==> config.mk <==
export PLATFORM = sky130hd
export DESIGN_NAME = addr_latch8
export DESIGN_NICKNAME = d
export VERILOG_FILES = /design/src/rtl/addr_latch8_pkg.sv /design/src/rtl/al_mode_dec.sv /design/src/rtl/al_sel_dec.sv /design/src/rtl/al_cell.sv /design/src/rtl/addr_latch8.sv
export SDC_FILE = /design/constraint.sdc
export NUM_CORES = 1
export LEC_CHECK = 0
export ABC_AREA = 1
export BUFFER_PORTS_ARGS = -buffer_cell sky130_fd_sc_hd__buf_4
export CORE_AREA = 2 2 39 41
export DETAILED_ROUTE_END_ITERATION = 6
export DIE_AREA = 0 0 41 43
export GPL_TIMING_DRIVEN = 0
export SETUP_SLACK_MARGIN = 0.3
export SYNTH_ARGS = -nofsm -noshare
export SYNTH_HDL_FRONTEND = slang
export SYNTH_SLANG_ARGS = --single-unit
==> constraint.sdc <==
create_clock -name clk -period 1.12 [get_ports clk]
set_input_delay 0.336 -clock clk [delete_from_list [all_inputs] [get_ports clk]]
set_output_delay 0.336 -clock clk [all_outputs]
set_load 0.01 [all_outputs]
==> src/rtl/addr_latch8_pkg.sv <==
package addr_latch8_pkg;

  // Mode code is {clr_n, kill_n}
  typedef enum logic [1:0] {
    MODE_STEER = 2'b00,
    MODE_WIPE  = 2'b01,
    MODE_WRITE = 2'b10,
    MODE_HOLD  = 2'b11
  } mode_e;

  // Per-cycle update plan shared by every cell
  typedef struct packed {
    logic load_sel;    // selected cell takes din
    logic zero_sel;    // selected cell forced off
    logic zero_other;  // unselected cells forced off
  } cell_ctrl_t;

  function automatic mode_e mode_of(input logic clr_n, input logic kill_n);
    return mode_e'({clr_n, kill_n});
  endfunction

endpackage

==> src/rtl/al_mode_dec.sv <==
module al_mode_dec
  import addr_latch8_pkg::*;
(
  input  logic       clr_n,
  input  logic       kill_n,
  output cell_ctrl_t ctrl
);
  mode_e mode;

  always_comb begin
    mode = mode_of(clr_n, kill_n);
    ctrl = '0;
    unique case (mode)
      MODE_WRITE: ctrl.load_sel = 1'b1;
      MODE_HOLD:  ctrl = '0;
      MODE_STEER: begin
        ctrl.load_sel   = 1'b1;
        ctrl.zero_other = 1'b1;
      end
      MODE_WIPE: begin
        ctrl.zero_sel   = 1'b1;
        ctrl.zero_other = 1'b1;
      end
      default: ctrl = '0;
    endcase
  end
endmodule

==> src/rtl/al_sel_dec.sv <==
module al_sel_dec #(
  parameter int N_CELLS = 8,
  localparam int SW = $clog2(N_CELLS)
) (
  input  logic [SW-1:0]      sel,
  output logic [N_CELLS-1:0] hit
);
  for (genvar i = 0; i < N_CELLS; i++) begin : g_hit
    assign hit[i] = (sel == SW'(i));
  end
endmodule

==> src/rtl/al_cell.sv <==
module al_cell
  import addr_latch8_pkg::*;
(
  input  logic       clk,
  input  logic       rst_n,
  input  cell_ctrl_t ctrl,
  input  logic       hit,
  input  logic       din,
  output logic       q
);
  logic nxt;

  always_comb begin
    nxt = q;
    if (hit) begin
      if (ctrl.zero_sel)      nxt = 1'b0;
      else if (ctrl.load_sel) nxt = din;
    end else if (ctrl.zero_other) begin
      nxt = 1'b0;
    end
  end

  always_ff @(posedge clk or negedge rst_n) begin
    if (!rst_n) q <= 1'b0;
    else        q <= nxt;
  end
endmodule

==> src/rtl/addr_latch8.sv <==
module addr_latch8
  import addr_latch8_pkg::*;
#(
  parameter int N_CELLS = 8,
  localparam int SW = $clog2(N_CELLS)
) (
  input  logic               clk,
  input  logic               rst_n,
  input  logic               clr_n,
  input  logic               kill_n,
  input  logic               din,
  input  logic [SW-1:0]      sel,
  output logic [N_CELLS-1:0] sink_on
);
  cell_ctrl_t         ctrl;
  logic [N_CELLS-1:0] hit;

  al_mode_dec u_mode (
    .clr_n  (clr_n),
    .kill_n (kill_n),
    .ctrl   (ctrl)
  );

  al_sel_dec #(.N_CELLS(N_CELLS)) u_sel (
    .sel (sel),
    .hit (hit)
  );

  for (genvar i = 0; i < N_CELLS; i++) begin : g_cell
    al_cell u_cell (
      .clk   (clk),
      .rst_n (rst_n),
      .ctrl  (ctrl),
      .hit   (hit[i]),
      .din   (din),
      .q     (sink_on[i])
    );
  end
endmodule

After elaboration in Yosys (flattened, before gate mapping)
Cells that the tools add are included.
- bits in registers: 8
- input port bits: 8
- output and inout bits: 8
- word-level logic and storage cells: 59
- eq/ne operators: 17
- mux-type cells: 14
- reductions and logical operators: 20
- operator list (operator ; count):
    3-bit != test, second input constant ; 8
    2-bit AND reduction ; 8
    2-bit nonzero test ; 8
    1-bit two-way mux ; 14
    3-bit equality test, second input constant ; 4
    3-bit by 2-bit equality test with 1-bit output, second input constant ; 2
    2-bit OR reduction ; 2
    3-bit by 1-bit equality test with 1-bit output, second input constant ; 1
    3-bit logical NOT ; 1
    2-bit by 1-bit equality test with 1-bit output, second input constant ; 1
    2-bit equality test, second input constant ; 1
    2-bit logical NOT ; 1

Logic depth before layout (Yosys ltp)
Gate-level depths: netlist (run 1).
- depth in word-level cells: 6
- mapped depth: 6
- depth with buffers taken out: 6

Hierarchy
From an unflattened synthesis (run 1), not the netlist that was laid out.
- cell total of the unflattened synthesis: 114
- area, all modules: 620.6 um^2
- modules (own cells, without submodules) (module ; times used ; cells an instance ; area each (um^2) ; seq. area each (um^2)):
    al_cell ; 8 ; 12 ; 68.8 ; 25.0
    al_sel_dec ; 1 ; 15 ; 56.3 ; 0.0
    al_mode_dec ; 1 ; 3 ; 13.8 ; 0.0

Worst setup path after synthesis (run 1)
No wires, ideal clock.
- path kind: reg-to-output
- from: register g_cell[3].u_cell.q
- to: output sink_on[3]
- arrival time: 0.486 ns
- data required time: 0.784 ns
- path slack: 0.298 ns
- stages on the path, launching flop included: 2
- buffers on the path: 1
- cells stage by stage: dfrtp_1 -> buf_4
- RTL lines (element ; line ; text):
    from (decl) ; al_cell.sv:9 ; output logic q
    from (signal assigned) ; al_cell.sv:25 ; else q <= nxt;
    to (decl) ; addr_latch8.sv:13 ; output logic [N_CELLS-1:0] sink_on
No word-level cell between the ends.

Worst setup path after layout (run 1)
- from: register g_cell[0].u_cell.q
- to: output sink_on[0]
- RTL lines (element ; line):
    from (decl) ; al_cell.sv:9
    from (signal assigned) ; al_cell.sv:25
No word-level cell between the ends.

==> results, run 1 <==
- The clock sink count is 8.
- The antenna diode instance count is 0.
- Cell internal power was estimated by the tool at 0.000533 W.
- The die height is 43 um.
- The count of final max-slew check failures is 0.
- The via-per-instance ratio is 4.18.
- The worst setup path is captured at a primary output.
- The initial detailed-routing violation count is 9.
- The register with the most flip-flops in the final layout is g_cell.u_cell.q.
- For this run, the top clock speed supported by timing is 0.832 GHz.
- Along the worst hold path, the cell count comes to 3.
- The count of state elements after synthesis is 8.
- Ranked by instance count, the synthesized netlist is headed by nand2_1 (31), buf_4 (9), inv_1 (9), nand3_1 (9), dfrtp_1 (8).
- The total leakage power is 0.476 nW.
- Counting the buffers created by CTS gives 3.
- Buffers placed on the I/O ports in this run total 14.
- The proportion of power drawn by combinational gates is 0.261.
- The portion of synthesized area spent on multiplexers is 0.
- Entering global routing, the biggest net connects 9 pins.
- Detailed placement finished with a half-perimeter wire length of 696 um.
- The biggest area consumer among synthesized cells is dfrtp_1.
- Between clock sinks in the finished design, the worst skew comes to 0 ns.
- The path class of the tightest hold or removal check is in2reg.
- The CTS clock-pin slew for the worst setup and hold paths is 0.06 ns.
- The top fanout value on the critical path is 2.
- The overall global routing resource usage is 0.137.
- Synthesis produced a netlist with a net count of 82.
- The arrival time at the worst endpoint is 0.87 ns.
- The classification of the worst setup path is reg2out.
- The root buffer cell is clkbuf_4.
- The fraction of the mapped netlist area in simple logic gates is 0.400.
- The path with the worst hold slack has its endpoint at g_cell[3].u_cell.q.
- The largest registers in the layout are g_cell.u_cell.q: 8 flops.
- The portion of the post-synthesis area used by sequential elements is 0.384.
- Of the total synthesized cell area, the portion taken by XOR and XNOR cells is 0.
- The number of antenna violations at the first check in global routing was 0.
- Ranked by total cell area, the synthesized netlist is headed by dfrtp_1 (38%), nand2_1 (22%), buf_4 (13%), nand3_1 (8.6%), inv_1 (6.5%).
- In this run the standard cell core region covers 1380 sq um.
- For this run, the post-layout net count is 107.
- In the final routed layout, each cell accounts on average for 8.71 um.
- The number of cells on the worst reg-to-reg path is 6.
- The register with the most flip-flops in the layout has 8 of them.
- After layout, the design draws a total of 0.000728 W.
- The final setup slack of the worst path is -0.0814 ns.
- STA classifies the critical path startpoint as a register.
- The worst slew slack as a fraction of its limit is 0.863.
- In this run the power density over the cells is 925 nW/um^2.
- The flow ran to the end, but the final reports show violations.
- For the worst setup path, the data required time is 0.78 ns.
- The worst-skew pair later-pin latency is 0.25 ns.
- The period utilization is 1.07.
- For this configuration, the core starts out at a cell density of 0.377.
- Across all register-to-register paths, the minimum setup slack is 0.20 ns.
- The number of hold-slack violations in the final timing report is 0.
- The gate count of the mapped netlist is 74.
- After layout, the minimum clock period comes to 1.20 ns.
- The first TritonRoute pass finished after 4 iterations.
- The die is 41 um wide.
- The detail route stage leaves a number of antenna-violating nets equal to 0.
- IR analysis of the VDD net gives a maximum drop of 436 uV.
- In this run, distinct cell masters in the synthesized netlist total 10.
- The switching component of the power is 0.000195 W.
- After synthesis, the largest family of logic cells by area is simple AND/OR/NAND/NOR gates.
- The average instance area after synthesis is 7.05 sq um.
- The synthesized netlist occupies a cell area of 522 sq um.
- Compared with the post-synthesis result, the final layout area differs by 50.8%.
- The total global routing overflow is 0.
- The global-route wire length before repair is 1570 um.
- The congestion estimate from routability-driven global placement came to 0.777.
- Wires add up to 984 um.
- In the final layout, the share of cells above drive strength 1 is 0.433.
- The via count of the first global-routing pass is 389.
- The switching part of the total is 0.268.
- Setup repair after global routing could not meet its margin everywhere.
- The number of warnings reported in the yosys synthesis log is 0.
- The area share of fa/ha/maj cells after synthesis is 0.
- Of the total power, registers draw 0.432.
- The endpoint identified for the worst register-to-register timing path is g_cell[1].u_cell.q.
- Setup violations remaining at the end of the flow were counted as 8.
- The post-route DRC violation count is 0.
- The portion of total power attributed to the clock network is 0.307.
- The H-tree depth reported by CTS is 1.
- The vias after detailed routing is 472.
- The number of top-level design ports is 16.
- The TritonCTS clock tree is done.
- The compound-gate portion of the synthesized area is 0.
- OpenSTA, run right after detailed placement, puts the worst setup slack at 0.124 ns.
- The initialized floorplan defines 14 standard-cell rows.
- Among all flip-flop cells after synthesis, the most frequent one is dfrtp_1.
- Of the post-synthesis cell area, the dominant cell type holds 0.384.
- The die footprint is 1760 sq um.
- The slew at the pin closest to its max-slew limit is 0.205 ns.
- The most instantiated library cell after synthesis is nand2_1.
- The final reports fail on setup timing.
- The number of max-cap violations is 0.
- The source of the worst hold timing path is din.
- The share of flip-flops with an asynchronous set or reset is 1.00.
- The count of flip-flops with a built-in enable after synthesis is 0.
- No sink is reached through more buffers than the 2 on the longest clock path.
- The count of fill cells added during filler insertion is 134.
- The origin of the critical flop-to-flop path is g_cell[1].u_cell.q.
[power groups by stage]
stage / clock (W) / sequential [W] / combinational [W]
2_1_floorplan: 0 / 0.000318 / 0.0000951
3_3_place_gp: 0 / 0.000319 / 0.000156
3_5_place_dp: 0 / 0.000320 / 0.000158
4_1_cts: 0.000240 / 0.000314 / 0.000182
5_1_grt: 0.000251 / 0.000316 / 0.000211
6_report: 0.000224 / 0.000315 / 0.000190
[what timing repair did]
action | in CTS | in global routing
hold endpoints to repair | 8 | 0
resized for setup | 8 | 4
hold buffers | 1 | 0
pin swaps | 0 | 1
buffers inserted | 3 | 2
endpoints found under the setup margin | 8 | 13
[per-layer routing]
metal	up-vias	part of all wire	track usage
li1	258	-	-
met1	205	0.46	0.189
met2	9	0.49	0.188
met3	0	0.048	0.0314
met4	0	0	0.0800
met5	-	0	0
[per-stage QoR]
step                TNS, ns  instance area [sq um]   util  instances  hold slack (ns)
floorplan                 0                    552      -         74           0.0404
global placement          0                    677  0.489        104            0.163
detailed placement        0                    677  0.489        104            0.164
CTS                  -0.714                    762  0.551        111            0.321
global route         -0.869                    787  0.569        113            0.329
finish               -0.600                    787  0.569        113            0.332
[cell usage in the layout, fill, tap and decap left out]
cell / synthesis / routed
buf_6: 0 / 16
buf_4: 9 / 12
inv_1: 9 / 9
dfrtp_1: 8 / 8
nor2_8: 1 / 1
nor2_4: 1 / 1
nand3_1: 9 / 9
inv_2: 3 / 3
clkbuf_4: 0 / 3
nand2_1: 31 / 28
nor2_2: 2 / 3
dlygate4sd3_1: 0 / 1
nand2_2: 0 / 3
[logic make-up after synthesis]
kind of cell           count (synthesis)
and+or+nand+nor                       45
buffers and inverters                 21
DFF                                    8
[how the worst max path moves through the flow]
stage / startpoint / endpoint / slack [ns] / cells after the start
2_1_floorplan: g_cell[3].u_cell.q / sink_on[3] / 0.30 / 1
3_3_place_gp: sel[1] / g_cell[4].u_cell.q / 0.13 / 5
3_5_place_dp: sel[1] / g_cell[0].u_cell.q / 0.12 / 5
4_1_cts: g_cell[7].u_cell.q / sink_on[7] / -0.1 / 2
5_1_grt: g_cell[5].u_cell.q / sink_on[5] / -0.11 / 2
6_report: g_cell[0].u_cell.q / sink_on[0] / -0.08 / 2
[cell type report]
type                            count  area [sq um]  area share
Buffer                              9          97.6       0.124
Multi-Input combinational cell     45           219       0.278
Timing Repair Buffer               20           183       0.232
Sequential cell                     8           200       0.254
Clock buffer                        3          22.5      0.0286
Tap cell                           16          20.0      0.0254
Inverter                           12          45.0      0.0572
[critical path: stages, from the launching register on]
cell,delay [ns]
dfrtp_1,0.39
buf_6,0.12
buf_6,0.11
(Power assumes the default switching activity.)
==> run 2, diff against run 1 <==
==> constraint.sdc (replaced) <==
create_clock -name clk -period 1.4 [get_ports clk]
set_input_delay 0.42 -clock clk [delete_from_list [all_inputs] [get_ports clk]]
set_output_delay 0.42 -clock clk [all_outputs]
set_load 0.005 [all_outputs]
==> results, run 2 (synthesis gave the netlist of run 1 again) <==
- The run finished with clean final reports.
- The number of max-cap violations is 0.
- The flip-flop count of the largest register, all copies and words added is 8.
- The net total in the final layout is 109.
- In this run the remaining antenna-violating nets after routing total 0.
- In this run the worst hold path is classified as in2reg.
- The worst hold path was traced through 3 stages.
- At the worst endpoint, the required time is 0.98 ns.
- The top fanout value on the critical path is 2.
- The final core area utilization is 0.572.
- TritonCTS built the clock tree.
- Together, buffers and inverters on the worst path number 2.
- The worst slew slack as a fraction of its limit is 0.841.
- The slowest cell on the critical path is dfrtp_1.
- The first global-routing pass estimated 1750 um of wire.
- The share of total power dissipated in combinational logic is 0.252.
- Of the cells placed in the final design, the portion with a size suffix greater than 1 is 0.404.
- The achievable clock frequency is 0.769 GHz.
- Setup violations remaining at the end of the flow were counted as 0.
- The largest register by flop count is g_cell.u_cell.q.
- Entering global routing, the biggest net connects 9 pins.
- Dividing the detail-routed via count by the number of cells gives 4.37.
- The count of final max-slew check failures is 0.
- The cell occurring most often along the worst timing path is buf_6.
- The via count of the first global-routing pass is 470.
- The largest registers in the layout are g_cell.u_cell.q: 8 flops.
- The die is 43 um tall.
- The total power per unit cell area is 736 nW/um^2.
- The detailed placer's ending HPWL is 738 um.
- Walking the worst path, the cells encountered are buf_6, buf_6.
- The worst-skew pair later-pin latency is 0.26 ns.
- 16 I/O pins were placed.
- The number of antenna violations at the first check in global routing was 0.
- The number of hold-slack violations in the final timing report is 0.
- The total leakage power is 0.485 nW.
- At the end of routability-driven placement, the weighted congestion stood at 0.754.
- Setup repair after global routing could not meet its margin everywhere.
- Data arrives at the worst endpoint at 0.88 ns.
- The TritonCTS buffer count is 3.
- The routed wirelength normalized by instance count is 9.26 um.
- The switching part of the total is 0.267.
- On the final layout, the worst clock skew is 0 ns.
- The routed layout has 502 vias.
- Internal power comes to 0.000427 W.
- Counting I/O delays and the setup requirement, the final critical path takes 1.30 ns.
- Counting every sink on the clock net gives 8.
- The count of fill cells added during filler insertion is 128.
- The worst setup path is launched from a register.
- The biggest cell delay along the critical path is 0.40 ns.
- The number of buffers on the longest clock path is 2.
- The most frequent standard cell in the layout excluding fill and tap cells is nand2_1.
- The initialized floorplan defines 14 standard-cell rows.
- For the pin with the worst max-slew slack, the measured transition is 0.238 ns.
- The overall global routing resource usage is 0.147.
- During placement, the flow inserted port buffers numbering 14.
- The total overflow left after global routing is 0.
- STA classifies the critical path endpoint as a primary output.
- The total iterations of the first detailed-routing run is 4.
- The area growth from synthesis to layout is 51.8%.
- Measured in cells, the most critical reg-to-reg path has a length of 6.
- The initial core utilization is 0.377.
- The critical path is of the reg2out type.
- The post-route DRC violation count is 0.
- In this run the power spent charging and discharging nets is 0.000156 W.
- The total area inside the core boundary comes to 1380 sq um.
- VDD sags by at most 431 uV.
- Adding up every negative setup slack in the final design gives 0 ns.
- The instance count on the critical path is 2.
- In this run the horizontal extent of the chip is 41 um.
- The share of total power dissipated in sequential elements is 0.432.
- Summed over all layers, the routed wires come to 1070 um.
- Leaving out fill and tap cells, the most frequent cells in the layout are nand2_1 (31), buf_6 (16), buf_4 (14), inv_1 (9), nand3_1 (9).
- Of the total power, the clock network draws 0.316.
- Grouping stages by cell kind, the critical path spends the most delay in flip-flops.
- Of the available clock period, the critical path in the final layout requires 0.929.
- In this run the number of H-tree levels came out at 1.
- The root buffer cell is clkbuf_4.
- The initial detailed-routing violation count is 12.
- The floorplan step defined a die boundary enclosing 1760 sq um.
- The antenna diode instance count is 0.
- After clock tree synthesis, the clock-pin slew on the worst setup and hold paths is 0.06 ns.
==> run 2: metal layers <==
| metal | vias up | share of wire | track usage |
|---|---|---|---|
| met2 | 13 | 0.49 | 0.238 |
| met3 | 2 | 0.029 | 0.0157 |
| met1 | 221 | 0.46 | 0.168 |
| met5 | - | 0 | 0 |
| li1 | 266 | - | - |
| met4 | 0 | 0.017 | 0.100 |
==> run 2: power by group through the flow <==
stage | logic (W) | clock network (W) | registers (W)
final | 0.000147 | 0.000184 | 0.000252
after global placement | 0.000113 | 0 | 0.000253
after floorplan | 0.0000639 | 0 | 0.000252
after CTS | 0.000143 | 0.000188 | 0.000251
after detailed placement | 0.000115 | 0 | 0.000254
after global routing | 0.000163 | 0.000202 | 0.000253
==> run 2: through the flow <==
step	cells	hold WS [ns]	instance area (sq um)	setup WS (ns)	total power, W
after floorplan	74	0.124	522	0.502	0.000316
after global placement	104	0.245	647	0.316	0.000366
after detailed placement	104	0.246	647	0.269	0.000369
after CTS	112	0.409	769	0.0989	0.000583
after global routing	115	0.437	792	0.0804	0.000617
final	115	0.406	792	0.0998	0.000583
==> run 2: area by class of cell <==
cell class | count | area (sq um) | share of cell area
buffer | 9 | 97.6 | 0.123
sequential | 8 | 200 | 0.253
timing repair buffer | 22 | 198 | 0.250
multi-input combinational | 45 | 209 | 0.264
tap | 16 | 20.0 | 0.0253
clock buffer | 3 | 22.5 | 0.0284
inverter | 12 | 45.0 | 0.0569
==> run 2: worst min-delay path, delay by kind of cell <==
family                 cells  cell delay [ns]
buffers and inverters      1             0.08
and+or+nand+nor            2             0.12
==> run 2: what timing repair did <==
action / 4_1_cts / 5_1_grt
pin swaps: 0 / 0
hold buffers: 1 / 0
setup endpoints to repair: 8 / 8
resized for setup: 16 / 0
hold endpoints to repair: 8 / 0
setup buffers: 4 / 3
==> run 2: final timing paths <==
check,endpoint,start,slack (ns)
min in group asynchronous,g_cell[2].u_cell.q,rst_n,0.51
max in group asynchronous,g_cell[3].u_cell.q,rst_n,0.75
hold / removal,g_cell[3].u_cell.q,din,0.41
setup reg to reg,g_cell[4].u_cell.q,g_cell[4].u_cell.q,0.47
setup / recovery,sink_on[0],g_cell[0].u_cell.q,0.1
hold reg to reg,g_cell[1].u_cell.q,g_cell[1].u_cell.q,0.58
==> run 3, diff against run 2 <==
clock period = 1.6 ns   (was 1.4 ns; I/O delays follow)
==> results, run 3 (synthesis gave the netlist of run 1 again) <==
- Of the total power, the share spent switching nets is 0.267.
- The antenna diode instance count is 0.
- The overall global routing resource usage is 0.146.
- The destination of the worst register-to-register timing path is g_cell[4].u_cell.q.
- The area taken by multi-input logic gates is 209 sq um.
- CTS placed an instance of clkbuf_4 at the clock tree root.
- The share of post-route cells with drive strength above 1 is 0.408.
- The share of total power dissipated in the clock network is 0.316.
- Measured in cells, the most critical reg-to-reg path has a length of 6.
- The internal power contribution is 0.000372 W.
- The flip-flop count of the largest register, all copies and words added is 8.
- The register area is 200 sq um.
- The total global routing overflow is 0.
- Leaving out fill and tap cells, the most frequent cell in the layout is nand2_1.
- In the layout the commonest cells are nand2_1 (31), buf_6 (16), buf_4 (14), inv_1 (9), nand3_1 (9).
- The arrival time at the worst endpoint is 0.88 ns.
- The slew at the pin closest to its max-slew limit is 0.238 ns.
- The share of total power dissipated in combinational logic is 0.250.
- The critical path startpoint category is a register.
- The achievable clock frequency is 0.735 GHz.
- Data on the critical path is required at its endpoint by 1.12 ns.
- Setup repair after global routing could not meet its margin everywhere.
- The overall die width is 41 um.
- The area inside the core boundary is 1380 sq um.
- On the final layout, the worst clock skew is 0 ns.
- After detailed routing, the number of vias per cell comes to 4.37.
- The maximum ir drop on the vdd rail is 380 uV.
- The floorplan has 14 rows.
- The startpoint of the worst setup timing path is g_cell[0].u_cell.q.
- The number of top-level design ports is 16.
- The count of final max-slew check failures came to 0.
- The endpoint of the worst setup timing path is sink_on[0].
- Of all nets on the critical path, the largest fanout is 2.
- In the finished design, the share of the clock period the worst path needs comes to 0.850.
- The number of hold-slack violations in the final timing report is 0.
- The total leakage power is 0.481 nW.
- For this run, the detailed router's first-pass iteration total came to 4.
- The classification of the worst setup path is reg2out.
- The count of hold-fix buffers inserted at cts is 0.
- Detailed routing inserted a total of 498 vias.
- The via count of the first global-routing pass came to 463.
- The clock reaches the later pin of the worst-skew pair after 0.26 ns.
- The finished cells cover 782 sq um.
- The path class of the tightest hold or removal check is in2async.
- The global-route wire length before repair is 1730 um.
- The remaining number of nets flagged by the antenna check after routing is 0.
- The number of buffers on the longest clock path is 2.
- After the flow finishes, the layout carries non-filler instances totaling 114.
- The post-route total power is 0.000508 W.
- The clock sink count is 8.
- Fill cells in the final layout number 129.
- The initial detailed-routing violation count is 15.
- The TritonCTS buffer count is 3.
- The worst slew slack as a fraction of its limit is 0.840.
- The number of max-cap violations is 0.
- The flow ran to the end, and the final reports show no timing, DRC or antenna violations.
- The setup check on the worst reg-to-reg path leaves a slack of 0.67 ns.
- Summed over all layers, the routed wires come to 1060 um.
- The number of antenna violations at the first check in global routing is 0.
- Compared with the post-synthesis result, the final layout area differs by 49.9%.
- The H-tree depth reported by CTS is 1.
- Summing all placed instances gives a cell area of 647 sq um.
- STA classifies the critical path endpoint as a primary output.
- The worst register-to-register path begins at g_cell[4].u_cell.q.
- Summed over all failing endpoints, the final setup total negative slack is 0 ns.
- The detailed placer's ending HPWL is 738 um.
- Including well taps, the total number of placed cells is 104.
- TritonCTS built the clock tree.
- The worst path in the final design needs a cycle of 1.36 ns, including I/O delays and setup.
- The switching component of the power is 0.000136 W.
- The initial core utilization is 0.377.
- The share of total power dissipated in sequential elements is 0.434.
- The net total in the final layout is 108.
- The die is 43 um tall.
- At the end of routability-driven placement, the weighted congestion stood at 0.754.
- The routed wirelength normalized by instance count is 9.32 um.
- The largest registers in the layout are g_cell.u_cell.q: 8 flops.
- Power spread over the standard cell area amounts to 650 nW/um^2.
- The largest net degree at the start of global routing is 9.
- The die footprint is 1760 sq um.
- The number of input and output port buffers inserted is 14.
- In the routed design, unresolved DRC markers number 0.
- The total of endpoints with negative setup slack in the final report is 0.
- The CTS clock-pin slew for the worst setup and hold paths is 0.06 ns.
- Counting flops per register, the top entry is g_cell.u_cell.q.
-- run 3: cell count changes in the layout (fill, tap and decap cells not counted), sizes merged --
cell / previous run / this run
dlygate4sd3: 1 / 0
-- run 3: power groups by stage --
stage          registers, W  clock network [W]  logic [W]
2_1_floorplan      0.000221                  0  0.0000559
3_3_place_gp       0.000222                  0  0.0000986
3_5_place_dp       0.000222                  0   0.000101
4_1_cts            0.000220           0.000165   0.000123
5_1_grt            0.000221           0.000176   0.000140
6_report           0.000220           0.000161   0.000127
-- run 3: worst max-delay path, cell delays in order, from the launching register on --
cell     delay [ns]
dfrtp_1        0.40
buf_6          0.12
buf_6          0.10
-- run 3: worst min path at each step --
stage,startpoint,end
2_1_floorplan,rst_n,g_cell[0].u_cell.q
3_3_place_gp,rst_n,g_cell[2].u_cell.q
3_5_place_dp,rst_n,g_cell[2].u_cell.q
4_1_cts,rst_n,g_cell[2].u_cell.q
5_1_grt,rst_n,g_cell[2].u_cell.q
6_report,rst_n,g_cell[2].u_cell.q
-- run 3: metrics by stage --
step                       util  hold WS, ns  setup WS (ns)
after floorplan               -        0.184          0.642
after global placement    0.467        0.305          0.456
after detailed placement  0.467        0.306          0.409
after CTS                 0.549       0.0265          0.239
after global routing      0.565       0.0297          0.220
final                     0.565       0.0284          0.239
-- run 3: area by class of cell --
type / instances / share of cell area
Buffer: 9 / 0.125
Clock buffer: 3 / 0.0288
Inverter: 12 / 0.0576
Multi-Input combinational cell: 45 / 0.267
Sequential cell: 8 / 0.256
Tap cell: 16 / 0.0256
Timing Repair Buffer: 21 / 0.240
-- run 3: repair_timing --
item / 4_1_cts / 5_1_grt
gates resized for setup: 16 / 0
setup endpoints to repair: 8 / 8
hold endpoints to repair: 0 / 0
gates cloned: 0 / 0
pin swaps: 0 / 0
setup buffers: 4 / 3
-- run 3: per-layer routing --
layer	GRT usage	routed length, um
met1	0.168	485
met4	0.100	18
met5	0	0
met2	0.234	527
met3	0.0157	31
